===== src/rtl/gts_pkg.sv =====
package gts_pkg;

    typedef enum logic [1:0] {
        REG_CTRL   = 2'd0,
        REG_TARGET = 2'd1,
        REG_CORR   = 2'd2,
        REG_COUNT  = 2'd3
    } reg_sel_e;

    localparam int CTRL_SYNC_BIT  = 0;
    localparam int CTRL_FLAG_BIT  = 1;

endpackage


===== src/rtl/gts_counter.sv =====
module gts_counter #(
    parameter int CNT_W = 48
) (
    input  logic             clk,
    input  logic             rst_n,
    input  logic             add_en,
    input  logic [CNT_W-1:0] add_val,
    output logic [CNT_W-1:0] cnt_q,
    output logic [CNT_W-1:0] cnt_nxt
);

    localparam logic [CNT_W-1:0] STEP = CNT_W'(1);

    typedef struct packed {
        logic [CNT_W-1:0] cnt;
    } cnt_state_t;

    cnt_state_t s_d, s_q;

    always_comb begin
        s_d = s_q;
        if (add_en) begin
            s_d.cnt = s_q.cnt + STEP + add_val;
        end else begin
            s_d.cnt = s_q.cnt + STEP;
        end
    end

    always_ff @(posedge clk or negedge rst_n) begin
        if (!rst_n) begin
            s_q <= '0;
        end else begin
            s_q <= s_d;
        end
    end

    assign cnt_q   = s_q.cnt;
    assign cnt_nxt = s_d.cnt;

endmodule


===== src/rtl/gts_regs.sv =====
module gts_regs
    import gts_pkg::*;
#(
    parameter int CNT_W = 48
) (
    input  logic             clk,
    input  logic             rst_n,
    input  logic             reg_we,
    input  logic [1:0]       reg_addr,
    input  logic [CNT_W-1:0] reg_wdata,
    output logic [CNT_W-1:0] reg_rdata,
    input  logic [CNT_W-1:0] cnt_q,
    input  logic             flag_q,
    output logic             sync_q,
    output logic [CNT_W-1:0] target_q,
    output logic             target_wr,
    output logic             corr_wr,
    output logic [CNT_W-1:0] corr_val,
    output logic             flag_clr
);

    typedef struct packed {
        logic             sync;
        logic [CNT_W-1:0] target;
        logic [CNT_W-1:0] corr;
    } reg_state_t;

    reg_state_t s_d, s_q;
    reg_sel_e   sel;

    assign sel = reg_sel_e'(reg_addr);

    always_comb begin
        s_d       = s_q;
        target_wr = 1'b0;
        corr_wr   = 1'b0;
        flag_clr  = 1'b0;
        if (reg_we) begin
            case (sel)
                REG_CTRL: begin
                    s_d.sync = reg_wdata[CTRL_SYNC_BIT];
                    flag_clr = reg_wdata[CTRL_FLAG_BIT];
                end
                REG_TARGET: begin
                    s_d.target = reg_wdata;
                    target_wr  = 1'b1;
                end
                REG_CORR: begin
                    s_d.corr = reg_wdata;
                    corr_wr  = 1'b1;
                end
                default: ;
            endcase
        end
    end

    always_comb begin
        reg_rdata = '0;
        case (sel)
            REG_CTRL: begin
                reg_rdata[CTRL_SYNC_BIT] = s_q.sync;
                reg_rdata[CTRL_FLAG_BIT] = flag_q;
            end
            REG_TARGET: reg_rdata = s_q.target;
            REG_CORR:   reg_rdata = s_q.corr;
            default:    reg_rdata = cnt_q;
        endcase
    end

    always_ff @(posedge clk or negedge rst_n) begin
        if (!rst_n) begin
            s_q <= '0;
        end else begin
            s_q <= s_d;
        end
    end

    assign sync_q   = s_q.sync;
    assign target_q = s_q.target;
    assign corr_val = reg_wdata;

endmodule


===== src/rtl/gts_trigger.sv =====
module gts_trigger #(
    parameter int CNT_W = 48
) (
    input  logic             clk,
    input  logic             rst_n,
    input  logic [CNT_W-1:0] cnt_nxt,
    input  logic [CNT_W-1:0] target_q,
    input  logic             target_wr,
    input  logic             sync_q,
    input  logic             flag_clr,
    output logic             tech_q,
    output logic             flag_q
);

    typedef struct packed {
        logic armed;
        logic tech;
        logic flag;
    } trg_state_t;

    trg_state_t s_d, s_q;
    logic       hit;

    always_comb begin
        hit = sync_q && s_q.armed && (cnt_nxt == target_q);
        s_d = s_q;
        s_d.tech = hit;
        if (target_wr) begin
            s_d.armed = 1'b1;
        end else if (hit) begin
            s_d.armed = 1'b0;
        end
        s_d.flag = hit || (s_q.flag && !flag_clr);
    end

    always_ff @(posedge clk or negedge rst_n) begin
        if (!rst_n) begin
            s_q <= '0;
        end else begin
            s_q <= s_d;
        end
    end

    assign tech_q = s_q.tech;
    assign flag_q = s_q.flag;

endmodule


===== src/rtl/gts_gate.sv =====
module gts_gate #(
    parameter int DATA_W = 16
) (
    input  logic              clk,
    input  logic              rst_n,
    input  logic              sync_q,
    input  logic [DATA_W-1:0] fe_data,
    input  logic              fe_valid,
    input  logic              fe_trig,
    input  logic              tech_q,
    output logic [DATA_W-1:0] out_data,
    output logic              out_valid,
    output logic              trig_out
);

    typedef struct packed {
        logic [DATA_W-1:0] data;
        logic              valid;
        logic              trig;
    } gate_state_t;

    gate_state_t s_d, s_q;

    always_comb begin
        s_d       = s_q;
        s_d.valid = fe_valid && !sync_q;
        s_d.trig  = fe_trig && !sync_q;
        if (fe_valid && !sync_q) begin
            s_d.data = fe_data;
        end
    end

    always_ff @(posedge clk or negedge rst_n) begin
        if (!rst_n) begin
            s_q <= '0;
        end else begin
            s_q <= s_d;
        end
    end

    assign out_data  = s_q.data;
    assign out_valid = s_q.valid;
    assign trig_out  = s_q.trig || tech_q;

endmodule


===== src/rtl/gtime_sync.sv =====
module gtime_sync #(
    parameter int CNT_W  = 48,
    parameter int DATA_W = 16
) (
    input  logic              clk,
    input  logic              rst_n,
    input  logic              reg_we,
    input  logic [1:0]        reg_addr,
    input  logic [CNT_W-1:0]  reg_wdata,
    output logic [CNT_W-1:0]  reg_rdata,
    input  logic [DATA_W-1:0] fe_data,
    input  logic              fe_valid,
    input  logic              fe_trig,
    output logic [DATA_W-1:0] out_data,
    output logic              out_valid,
    output logic              trig_out
);

    logic [CNT_W-1:0] cnt_q;
    logic [CNT_W-1:0] cnt_nxt;
    logic [CNT_W-1:0] target_q;
    logic [CNT_W-1:0] corr_val;
    logic             corr_wr;
    logic             target_wr;
    logic             sync_q;
    logic             flag_q;
    logic             flag_clr;
    logic             tech_q;

    gts_counter #(.CNT_W(CNT_W)) u_counter (
        .clk     (clk),
        .rst_n   (rst_n),
        .add_en  (corr_wr),
        .add_val (corr_val),
        .cnt_q   (cnt_q),
        .cnt_nxt (cnt_nxt)
    );

    gts_regs #(.CNT_W(CNT_W)) u_regs (
        .clk       (clk),
        .rst_n     (rst_n),
        .reg_we    (reg_we),
        .reg_addr  (reg_addr),
        .reg_wdata (reg_wdata),
        .reg_rdata (reg_rdata),
        .cnt_q     (cnt_q),
        .flag_q    (flag_q),
        .sync_q    (sync_q),
        .target_q  (target_q),
        .target_wr (target_wr),
        .corr_wr   (corr_wr),
        .corr_val  (corr_val),
        .flag_clr  (flag_clr)
    );

    gts_trigger #(.CNT_W(CNT_W)) u_trigger (
        .clk       (clk),
        .rst_n     (rst_n),
        .cnt_nxt   (cnt_nxt),
        .target_q  (target_q),
        .target_wr (target_wr),
        .sync_q    (sync_q),
        .flag_clr  (flag_clr),
        .tech_q    (tech_q),
        .flag_q    (flag_q)
    );

    gts_gate #(.DATA_W(DATA_W)) u_gate (
        .clk       (clk),
        .rst_n     (rst_n),
        .sync_q    (sync_q),
        .fe_data   (fe_data),
        .fe_valid  (fe_valid),
        .fe_trig   (fe_trig),
        .tech_q    (tech_q),
        .out_data  (out_data),
        .out_valid (out_valid),
        .trig_out  (trig_out)
    );

endmodule


===== config.mk =====
export PLATFORM = sky130hd
export DESIGN_NAME = gtime_sync
export DESIGN_NICKNAME = d
export VERILOG_FILES = /design/src/rtl/gts_pkg.sv /design/src/rtl/gts_counter.sv /design/src/rtl/gts_regs.sv /design/src/rtl/gts_trigger.sv /design/src/rtl/gts_gate.sv /design/src/rtl/gtime_sync.sv
export SDC_FILE = /design/constraint.sdc
export NUM_CORES = 1
export LEC_CHECK = 0
export CAP_MARGIN = 40
export CORE_ASPECT_RATIO = 1.75
export CORE_MARGIN = 2
export CORE_UTILIZATION = 40
export CTS_BUF_LIST = sky130_fd_sc_hd__clkbuf_8 sky130_fd_sc_hd__clkbuf_16
export CTS_CLUSTER_SIZE = 25
export DETAILED_ROUTE_END_ITERATION = 12
export GPL_TIMING_DRIVEN = 1
export HOLD_SLACK_MARGIN = 0.03
export PLACE_DENSITY = 0.61
export SLEW_MARGIN = 5
export SYNTH_ARGS = -nofsm -noshare
export SYNTH_HDL_FRONTEND = slang
export SYNTH_SLANG_ARGS = --single-unit

===== constraint.sdc =====
create_clock -name clk -period 6.9 [get_ports clk]
set_input_delay 0.69 -clock clk [delete_from_list [all_inputs] [get_ports clk]]
set_output_delay 0.69 -clock clk [all_outputs]
set_load 0.1 [all_outputs]

* Word-level counts from Yosys, hierarchy flattened
Cells that the tools add are included.
** Word-level totals
- Register bits after elaboration :: 166
- Bits in latches :: 0
- Memory bits (writable) :: 0
- Bits in read-only memories :: 0
- Input bits :: 71
- Memories :: 0
** Cells by class
- Add/sub/neg operators :: 2
- Multipliers :: 0
- Divide/modulo/power cells :: 0
- $lt $le $gt $ge :: 0
- Equality and inequality tests :: 3
- Shifts and indexed selects :: 0
- Multiplexer cells :: 11
- Bitwise operators :: 0
- Reduce and logical (&&, ||, !) cells :: 14
** Operator list (number)
- $pmux 46 s3 :: 1
- $add 48x1->48 const B :: 1
- $add 48x48->48 :: 1
- $eq 48x48->1 :: 1
- $mux 48 :: 1
- $mux 1 :: 8
- $pmux 2 s3 :: 1
- $reduce_and 2->1 :: 3
- $logic_and 1x1->1 :: 5
- $eq 2x1->1 const B :: 1
- $eq 2x2->1 const B :: 1
- $logic_not 1->1 :: 2
- $logic_not 2->1 :: 1
- $logic_or 1x1->1 :: 2
- $reduce_bool 2->1 :: 1

* Logic depth before layout (Yosys ltp)
Gate-level depths: netlist of the first run.
- Depth in word-level cells :: 8
- Mapped depth :: 21
- Gate-level depth less buffers :: 19

* Modules after synthesis
A second synthesis of the first run with hierarchy kept.
** Unflattened totals
- Cells, all modules :: 1229
- Area, all modules :: 12490.7 µm²
** By module, submodules not included
- gts_regs :: times used 1, cells an instance 418, area an instance 5547.8 µm², seq. area each 2427.3 µm²
- gts_counter :: times used 1, cells an instance 679, area an instance 5451.5 µm², seq. area each 1201.2 µm²
- gts_gate :: times used 1, cells an instance 55, area an instance 834.6 µm², seq. area each 450.4 µm²
- gts_trigger :: times used 1, cells an instance 77, area an instance 656.9 µm², seq. area each 75.1 µm²

* Least setup slack after synthesis of the first run
OpenSTA, ideal clock, no wires.
- Kind :: register to register
- Start point :: reg u_counter.s_q, in the netlist u_counter.cnt_q[11]
- End point :: reg u_trigger.s_q[2] (netlist bit)
- Library setup time :: 0.135 ns
- Arrival time :: 5.152 ns
- Setup slack :: 1.613 ns
- Stages on the path, launching flop included :: 19
- Buffers on the path :: 3
- Period minus slack after synthesis :: 5.287 ns
- Path through :: dfrtp_1 -> clkbuf_1 -> nand4_1 -> or4_1 -> clkbuf_1 -> or4_1 -> xnor2_1 -> ha_1 -> clkbuf_1 -> and4_1 -> nand2_1 -> nor3_1 -> o21ai_0 -> a2111oi_2 -> or4_1 -> nand4_1 -> or4_4 -> nor4_4 -> a31oi_1
** Between the ends
- Word-level cells in the longest chain between the ends :: 6
** Ends and longest elaborated chain
- start, declared :: RTL line gts_counter.sv:18 : cnt_state_t s_d, s_q;
- start signal, assigned :: RTL line gts_counter.sv:31 : s_q <= '0;
- start signal, assigned :: RTL line gts_counter.sv:33 : s_q <= s_d;
- $add 48x1->48 * :: RTL line gts_counter.sv:23, gts_counter.sv:25
- $add 48x48->48 :: RTL line gts_counter.sv:23 : s_d.cnt = s_q.cnt + STEP + add_val;
- $mux 48 * :: RTL line gts_counter.sv:22 : if (add_en) begin
- $eq 48x48->1 * :: RTL line gts_trigger.sv:25 : hit = sync_q && s_q.armed && (cnt_nxt == target_q);
- $logic_and 1x1->1 * :: RTL line gts_trigger.sv:25
- $reduce_bool 2->1 (no line) *
- end signal, assigned :: RTL line gts_trigger.sv:38 : s_q <= '0;
- end signal, assigned :: RTL line gts_trigger.sv:40 : s_q <= s_d;
- end, declared :: RTL line gts_trigger.sv:21 : trg_state_t s_d, s_q;
Every way passes the cells marked *; elsewhere a longest branch is shown, timed or not.
A chain may end at the register's enable or synchronous reset.

* Worst setup path after layout of the first run
- Start point :: reg u_counter.s_q, in the netlist u_counter.cnt_q[19]
- End point :: reg u_trigger.s_q[2] (netlist bit)
The elaborated chain is that of the path after synthesis.

==> results.md, run 1 <==
* Clock latency on the worst-skew pair at 460 ps
* Detailed-router iteration count before antenna repair at 5
* Initial antenna violation count at 0
* Buffer depth of the longest clock path at 2
* Largest fanout of any net on the critical path at 9
* Slowest cell on the critical path: sky130_fd_sc_hd__nor3_1
* Largest area contributor in the netlist: sky130_fd_sc_hd__dfrtp_1
* Number of top-level design ports at 137
* Placed wire-length estimate at 54500 um
* Worst-case reg-to-reg path depth at 16
* Max Freq at 152 MHz
* Data arrival time of the critical path at 6900 ps
* Post-synth net total at 1868
* Critical path buffer and inverter count at 2
* Overflow after GRT at 0
* Yosys reg bits at 166
* Die Footprint at 0.0375 sq mm
* Core Region at 0.0353 sq mm
* Gp weighted congestion at 1.06
* Final Max Tran Viols at 0
* Via count of the first global-routing pass at 15100
* Post-synth cell types at 84
* Source of the worst register-to-register timing path: u_counter.cnt_q[19]
* Width of the die at 147 um
* Worst vdd rail ir drop at 0.000316 V
* Post-synth design cell area at 0.0144 sq mm
* Worst endpoint required time at 7220 ps
* DRC violation count after routing at 0
* Hold buffer count at cts at 0
* Initial core utilization at 0.407
* CTS H-tree depth at 4
* Number of clock buffers inserted by TritonCTS at 17
* Per-instance average area after synthesis at 8.25 sq um
* Static leakage at 7.52 nW
* Result of the run: completed
* Number of warnings reported in the yosys synthesis log at 0
* Final cycle utilization of the critical path at 0.954
* Power density relative to cell area at 461 mW/mm^2
* Clock transition at the registers of the reported paths at 80 ps
* Part of the Yosys area used for sequential elements at 0.289
* Unrepaired setup endpoints after global routing: false
* Number of clock sinks at 166
* Count of port buffers added during placement at 136
* Share of flip-flops with an asynchronous set or reset after synthesis at 1.00
* Min Clock Period, post-route at 6580 ps
* Total track usage at 0.361
* Endpoint of the lowest-slack register-to-register path: u_trigger.s_q[2]
* Startpoint kind of the worst setup timing path: register
* Diodes inserted at 0
* Number of nets with antenna violations after routing at 0
* Most repeated library cell on the critical path: sky130_fd_sc_hd__nand4_1
* FF-to-FF setup slack at 320 ps
* Initial DRC count at 1048
* Number of nets in the finished design at 2027
* Global-route wire length before repair at 98800 um
* Die height at 255 um
* TritonCTS clock tree: done
* Number of vias per cell at 6.24
* Dominant cells by area after synthesis: sky130_fd_sc_hd__dfrtp_1 29%, sky130_fd_sc_hd__mux2_2 9.1%, sky130_fd_sc_hd__nand2_1 7.3%
* Number of endpoints failing setup at the final stage at 0
* Post-detailed-route wirelength per cell at 28.4 um
* Class of the tightest hold or removal check: input port to async pin
* Max_slew headroom at 0.353
* Worst Setup Path Type: register to register
* Clock tree root buffer cell: sky130_fd_sc_hd__clkbuf_16
* Layout cells sized above 1 at 0.164
* Setup skew after layout at 18.9 ps
* Number of standard-cell rows in the floorplan at 91
* Vias after detailed routing at 14800
* Most common cell after layout, fill and taps aside: sky130_fd_sc_hd__nand2_1
* Crit end category: register
* Critical-path cell list: and4_1 > nand4_1 > buf_4 > nor4_1 > xor2_1 > ha_1 > nand4_1 > nor3_1 > o21ai_0 > a2111oi_2 > buf_4 > or4_1 > nand4_1 > or4_4 > nor4_4 > a31oi_1
* Number of flops mapped to enable cells by yosys at 0
* Commonest cells after routing, fill and taps aside: 280 x sky130_fd_sc_hd__nand2_1, 166 x sky130_fd_sc_hd__dfrtp_1, 133 x sky130_fd_sc_hd__clkdlybuf4s50_1
* Final Hold Fails at 0
* Area fraction of the dominant cell type after synthesis at 0.289
* Final total negative setup slack at 0 ps
* Maximum number of pins on one net before global-route repair at 86
* Cell type group with the largest total delay on the critical path: simple AND/OR/NAND/NOR gates
* Layout overhead on the synthesized area at 26.0%
* Ys flop type: sky130_fd_sc_hd__dfrtp_1
* Post-route core utilization at 0.512
* Worst-margin pin slew at 961 ps
* Delay of the slowest critical-path stage at 590 ps
* Gate Count Post-Synth at 1740
* Post-detailed-routing wire length at 67400 um
* Number of maximum-capacitance constraint violations at 0
## flip-flops by register name, indices dropped and copies added (netlist names)
register	count
u_counter.cnt_q	48
u_regs.s_q	48
u_regs.target_q	48
u_gate.out_data	16
u_gate.out_valid	1
u_gate.s_q	1
u_regs.sync_q	1
u_trigger.flag_q	1
u_trigger.s_q	1
u_trigger.tech_q	1
## cells in the mapped netlist (7+ instances only)
| cell | n |
|---|---|
| sky130_fd_sc_hd__nand2_1 | 281 |
| sky130_fd_sc_hd__dfrtp_1 | 166 |
| sky130_fd_sc_hd__nor2_1 | 119 |
| sky130_fd_sc_hd__mux2_2 | 116 |
| sky130_fd_sc_hd__a21oi_1 | 109 |
| sky130_fd_sc_hd__clkbuf_1 | 70 |
| sky130_fd_sc_hd__o21ai_0 | 67 |
| sky130_fd_sc_hd__xnor2_1 | 64 |
| sky130_fd_sc_hd__nand4_1 | 57 |
| sky130_fd_sc_hd__ha_1 | 56 |
| sky130_fd_sc_hd__nand3_1 | 56 |
| sky130_fd_sc_hd__a22o_1 | 48 |
| sky130_fd_sc_hd__inv_1 | 45 |
| sky130_fd_sc_hd__xor2_1 | 43 |
| sky130_fd_sc_hd__nor3_1 | 38 |
| sky130_fd_sc_hd__and3_1 | 25 |
| sky130_fd_sc_hd__buf_1 | 21 |
| sky130_fd_sc_hd__nor4_1 | 20 |
| sky130_fd_sc_hd__o2111ai_1 | 18 |
| sky130_fd_sc_hd__buf_4 | 16 |
| sky130_fd_sc_hd__o21a_1 | 16 |
| sky130_fd_sc_hd__or3_1 | 16 |
| sky130_fd_sc_hd__and4_1 | 14 |
| sky130_fd_sc_hd__nand2b_1 | 14 |
| sky130_fd_sc_hd__o211ai_1 | 13 |
| sky130_fd_sc_hd__and2_1 | 11 |
| sky130_fd_sc_hd__or2_2 | 11 |
| sky130_fd_sc_hd__or4_1 | 11 |
| sky130_fd_sc_hd__o31ai_1 | 10 |
| sky130_fd_sc_hd__a21boi_0 | 9 |
| sky130_fd_sc_hd__a21o_1 | 9 |
| sky130_fd_sc_hd__o22ai_1 | 9 |
| sky130_fd_sc_hd__a211oi_1 | 8 |
| sky130_fd_sc_hd__nand4b_1 | 8 |
| sky130_fd_sc_hd__nor3b_1 | 8 |
| sky130_fd_sc_hd__a2111oi_0 | 7 |
| sky130_fd_sc_hd__a31oi_1 | 7 |
| sky130_fd_sc_hd__buf_2 | 7 |
| sky130_fd_sc_hd__nand3b_1 | 7 |
| sky130_fd_sc_hd__o21bai_1 | 7 |
## routing by layer
metal | global-route usage | vias up | share of wire
met5 | 0 | - | 0
met4 | 0.304 | 0 | 0.10
met3 | 0.0574 | 228 | 0.048
met2 | 0.664 | 592 | 0.52
met1 | 0.351 | 7309 | 0.33
li1 | - | 6711 | -
## worst register-to-register path: stages (launching register included)
cell	delay, ps
sky130_fd_sc_hd__dfrtp_1	540
sky130_fd_sc_hd__and4_1	450
sky130_fd_sc_hd__nand4_1	450
sky130_fd_sc_hd__buf_4	340
sky130_fd_sc_hd__nor4_1	340
sky130_fd_sc_hd__xor2_1	210
sky130_fd_sc_hd__ha_1	490
sky130_fd_sc_hd__nand4_1	370
sky130_fd_sc_hd__nor3_1	590
sky130_fd_sc_hd__o21ai_0	510
sky130_fd_sc_hd__a2111oi_2	570
sky130_fd_sc_hd__buf_4	230
sky130_fd_sc_hd__or4_1	200
sky130_fd_sc_hd__nand4_1	100
sky130_fd_sc_hd__or4_4	520
sky130_fd_sc_hd__nor4_4	400
sky130_fd_sc_hd__a31oi_1	130
## area by class of cell
class / instances / area (sq um)
clock buffers: 17 / 425
clock inverters: 15 / 179
fillers: 3424 / 17200
inverters: 45 / 169
multi-input cells: 1413 / 9540
flip-flops and latches: 166 / 4150
well taps: 465 / 582
repair buffers: 256 / 3040
## cell families after synthesis
group           Yosys count  share of synthesized area
buf+inv                 161                     0.0479
simple gates            722                      0.253
compound gates          401                      0.193
mux                     123                     0.0976
flops                   166                      0.289
xor+xnor                110                     0.0691
fa+ha+maj                57                     0.0502
## per-stage QoR
step	total power [mW]	hold slack [ps]	area (sq um)	worst slack [ps]	cells
6_report	8.34	278	18100	318	2377
5_1_grt	8.73	346	18100	109	2377
4_1_cts	8.25	317	18000	330	2375
3_5_place_dp	7.18	459	17400	354	2343
3_3_place_gp	6.78	453	16200	272	2273
2_1_floorplan	5.02	394	14400	1610	1740
## how the worst max path moves through the flow
stage	start	end	slack [ps]	depth (start not counted)
floorplan	u_counter.cnt_q[11]	u_trigger.s_q[2]	1610	18
global placement	u_counter.cnt_q[11]	u_trigger.s_q[2]	270	16
detailed placement	u_counter.cnt_q[0]	u_trigger.s_q[2]	350	17
CTS	u_counter.cnt_q[0]	u_trigger.s_q[2]	330	17
global route	u_counter.cnt_q[6]	u_trigger.tech_q	110	18
finish	u_counter.cnt_q[19]	u_trigger.s_q[2]	320	16
## repair_timing
item / in CTS / in global routing
gates resized for setup: 0 / 2
buffers inserted: 0 / 2
endpoints found under the setup margin: 0 / 3
## report_power, final
part	total, mW	switching (mW)	internal (mW)
Sequential	1.68	0.442	1.24
Clock	1.04	0.467	0.573
Combinational	5.62	3.62	2.00
Total	8.34	4.53	3.81
Power figures use the tool's default switching activity.
==> run 2, diff against run 1 <==
--- a/config.mk
+++ b/config.mk
@@ -7,7 +7,7 @@
 export LEC_CHECK = 0
 export CAP_MARGIN = 40
 export CORE_ASPECT_RATIO = 1.75
-export CORE_MARGIN = 2
+export CORE_MARGIN = 5
 export CORE_UTILIZATION = 40
 export CTS_BUF_LIST = sky130_fd_sc_hd__clkbuf_8 sky130_fd_sc_hd__clkbuf_16
 export CTS_CLUSTER_SIZE = 25
==> run 2 against run 1 <==
Net effect: clock power is essentially flat; non-clock buffer count down 11; first-iteration DRC count up 7.3%; clock-buffer cell count is 2 higher; via count is 0.12% lower; sequential cell count is the same; combinational power fell by 2%; routed wire length decreased by 3.1%; worst hold slack worse by 130 ps; critical path type unchanged.
==> results.md, run 2 (synthesized netlist as in run 1, its figures left out) <==
* Post-route met1 wirelength at 22400 um (about the same)
* Worst endpoint required time at 7240 ps (+20 ps)
* Number of buffers inserted to repair setup after CTS at 0 (unchanged)
* Number of standard-cell rows in the floorplan at 91 (unchanged)
* Startpoint kind of the worst setup timing path: register
* Die Footprint at 0.0399 sq mm (+6.5%)
* Worst hold margin at 145 ps (-133 ps)
* Commonest cells after routing, fill and taps aside: 280 x sky130_fd_sc_hd__nand2_1, 166 x sky130_fd_sc_hd__dfrtp_1, 133 x sky130_fd_sc_hd__clkdlybuf4s50_1
* Initial DRC count at 1125 (+7.3%)
* Layout overhead on the synthesized area at 24.6%
* Largest fanout of any net on the critical path at 9 (unchanged)
* Final Max Tran Viols at 0 (unchanged)
* Post-detailed-routing wire length at 65300 um (-3.1%)
* Count of cells resized by post-cts repair at 0 (unchanged)
* Max_slew headroom at 0.335 (-0.0176)
* DRC violation count after routing at 0 (unchanged)
* Class of the tightest hold or removal check: input port to async pin
* Power density relative to cell area at 459 mW/mm^2 (-0.44%)
* Vias after detailed routing at 14800 (-0.12%)
* Crit end category: register
* Number of clock sinks at 166 (unchanged)
* Final total negative setup slack at 0 ps (unchanged)
* Placed wire-length estimate at 52500 um (-3.6%)
* Final Total Pwr at 8.21 mW (-1.5%)
* Final Hold Fails at 0 (unchanged)
* Max Freq at 150 MHz (-1.5%)
* Data arrival time of the critical path at 7020 ps (+120 ps)
* CTS H-tree depth at 4 (unchanged)
* Clock transition at the registers of the reported paths at 80 ps (about the same)
* Result of the run: completed
* Maximum number of pins on one net before global-route repair at 124 (+44%)
* Overflow after GRT at 0 (unchanged)
* Static leakage at 7.43 nW (-1.3%)
* Number of clock buffers inserted by TritonCTS at 17 (unchanged)
* Worst-margin pin slew at 985 ps (+24.1 ps)
* Filler Cells Inserted at 3405 (-0.55%)
* Width of the die at 153 um (+4.1%)
* Gp weighted congestion at 1.05 (-0.74%)
* Layout cells sized above 1 at 0.158 (-0.00537)
* Number of vias per cell at 6.26 (+0.34%)
* Number of endpoints failing setup at the final stage at 0 (unchanged)
* Number of nets in the finished design at 2016 (-0.54%)
* Count of port buffers added during placement at 136 (unchanged)
* Die height at 261 um (+2.4%)
* Worst-case reg-to-reg path depth at 15 (-1)
* TritonCTS clock tree: done
* Hold buffer count at cts at 0 (unchanged)
* Worst vdd rail ir drop at 0.000251 V (-21%)
* Highest signal layer in the routed design: met4
* Via count of the first global-routing pass at 15100 (-0.080%)
* Clock tree root buffer cell: sky130_fd_sc_hd__clkbuf_16
* Final instance area at 0.0179 sq mm (-1.1%)
* Sum of met3 wire segment lengths after detailed routing at 2840 um (-12%)
* Post-detailed-route wirelength per cell at 27.6 um (-2.7%)
* Final Instance Count excl. Fillers at 2366 (-0.46%)
* Buffer depth of the longest clock path at 2 (unchanged)
* Total track usage at 0.321 (-0.0402)
* Post-placement cell area at 0.0173 sq mm (-0.93%)
* Initial core utilization at 0.405 (-0.00131)
* Detailed-routed wire length on met2 at 33700 um (-3.2%)
* Most common cell after layout, fill and taps aside: sky130_fd_sc_hd__nand2_1
* Unrepaired setup endpoints after global routing: false
* Core Region at 0.0354 sq mm (+0.32%)
* Global-route wire length before repair at 95500 um (-3.3%)
* Placed cells at 2333 (-0.43%)
* Number of maximum-capacitance constraint violations at 0 (unchanged)
* Final cycle utilization of the critical path at 0.968 (+0.0142)
* Worst Setup Path Type: register to register
* Number of top-level design ports at 137 (unchanged)
* Detailed-router iteration count before antenna repair at 8 (+3)
* Setup skew after layout at 12.5 ps (-6.45 ps)
* Initial antenna violation count at 0 (unchanged)
* Clock latency on the worst-skew pair at 470 ps (about the same)
* Min Clock Period, post-route at 6680 ps (+97.9 ps)
* Diodes inserted at 0 (unchanged)
* Number of nets with antenna violations after routing at 0 (unchanged)
run 2: layer usage:
metal,track usage,up-vias
li1,-,6664
met3,0.0475,221
met1,0.318,7349
met5,0,-
met4,0.261,0
met2,0.587,588
run 2: final timing paths:
| path | slack (ps) | from | endpoint |
|---|---|---|---|
| worst min register to register | 470 | u_regs.s_q[35] | u_regs.s_q[35] |
| min in group clk | 470 | u_regs.s_q[35] | u_regs.s_q[35] |
| worst min-delay path | 140 | rst_n | u_regs.target_q[19] |
| worst max register to register | 220 | u_counter.cnt_q[11] | u_trigger.s_q[2] |
| max in group asynchronous | 5480 | rst_n | u_counter.cnt_q[39] |
| worst max-delay path | 220 | u_counter.cnt_q[11] | u_trigger.s_q[2] |
run 2: final cells by class:
cell class              instances  area (sq um)  area share
clock inverters                13           146     0.00818
flip-flops and latches        166          4150       0.232
repair buffers                245          2860       0.160
inverters                      45           169     0.00944
multi-input cells            1413          9530       0.533
clock buffers                  19           453      0.0253
well taps                     465           582      0.0325
run 2: worst max-delay path, stage by stage (launching register included):
cell	delay, ps
sky130_fd_sc_hd__dfrtp_1	640
sky130_fd_sc_hd__nand4_1	230
sky130_fd_sc_hd__or4_1	710
sky130_fd_sc_hd__or4_1	710
sky130_fd_sc_hd__xnor2_1	210
sky130_fd_sc_hd__ha_1	490
sky130_fd_sc_hd__and4_1	330
sky130_fd_sc_hd__nand2_1	110
sky130_fd_sc_hd__nor3_1	470
sky130_fd_sc_hd__o21ai_0	450
sky130_fd_sc_hd__a2111oi_2	770
sky130_fd_sc_hd__or4_1	290
sky130_fd_sc_hd__nand4_1	100
sky130_fd_sc_hd__or4_4	510
sky130_fd_sc_hd__nor4_4	390
sky130_fd_sc_hd__a31oi_1	120
run 2: per-stage QoR:
step	utilization	setup WS, ps
floorplan	-	1610
global placement	0.454	483
detailed placement	0.488	377
CTS	0.505	338
global route	0.505	91.0
finish	0.505	220
run 2: where the power goes:
| group | switching [mW] | internal, mW | total (mW) |
|---|---|---|---|
| clock network | 0.469 | 0.559 | 1.03 |
| registers | 0.452 | 1.23 | 1.69 |
| logic | 3.52 | 1.97 | 5.50 |
| total | 4.44 | 3.77 | 8.21 |
==> run 3, diff against run 2 <==
--- a/config.mk
+++ b/config.mk
@@ -10,6 +10,7 @@
 export CORE_MARGIN = 5
 export CORE_UTILIZATION = 40
 export CTS_BUF_LIST = sky130_fd_sc_hd__clkbuf_8 sky130_fd_sc_hd__clkbuf_16
+export CTS_CLUSTER_DIAMETER = 120
 export CTS_CLUSTER_SIZE = 25
 export DETAILED_ROUTE_END_ITERATION = 12
 export GPL_TIMING_DRIVEN = 1
==> results of run 3 <==
Final layout, timing and power as in run 2 (identical DEF).
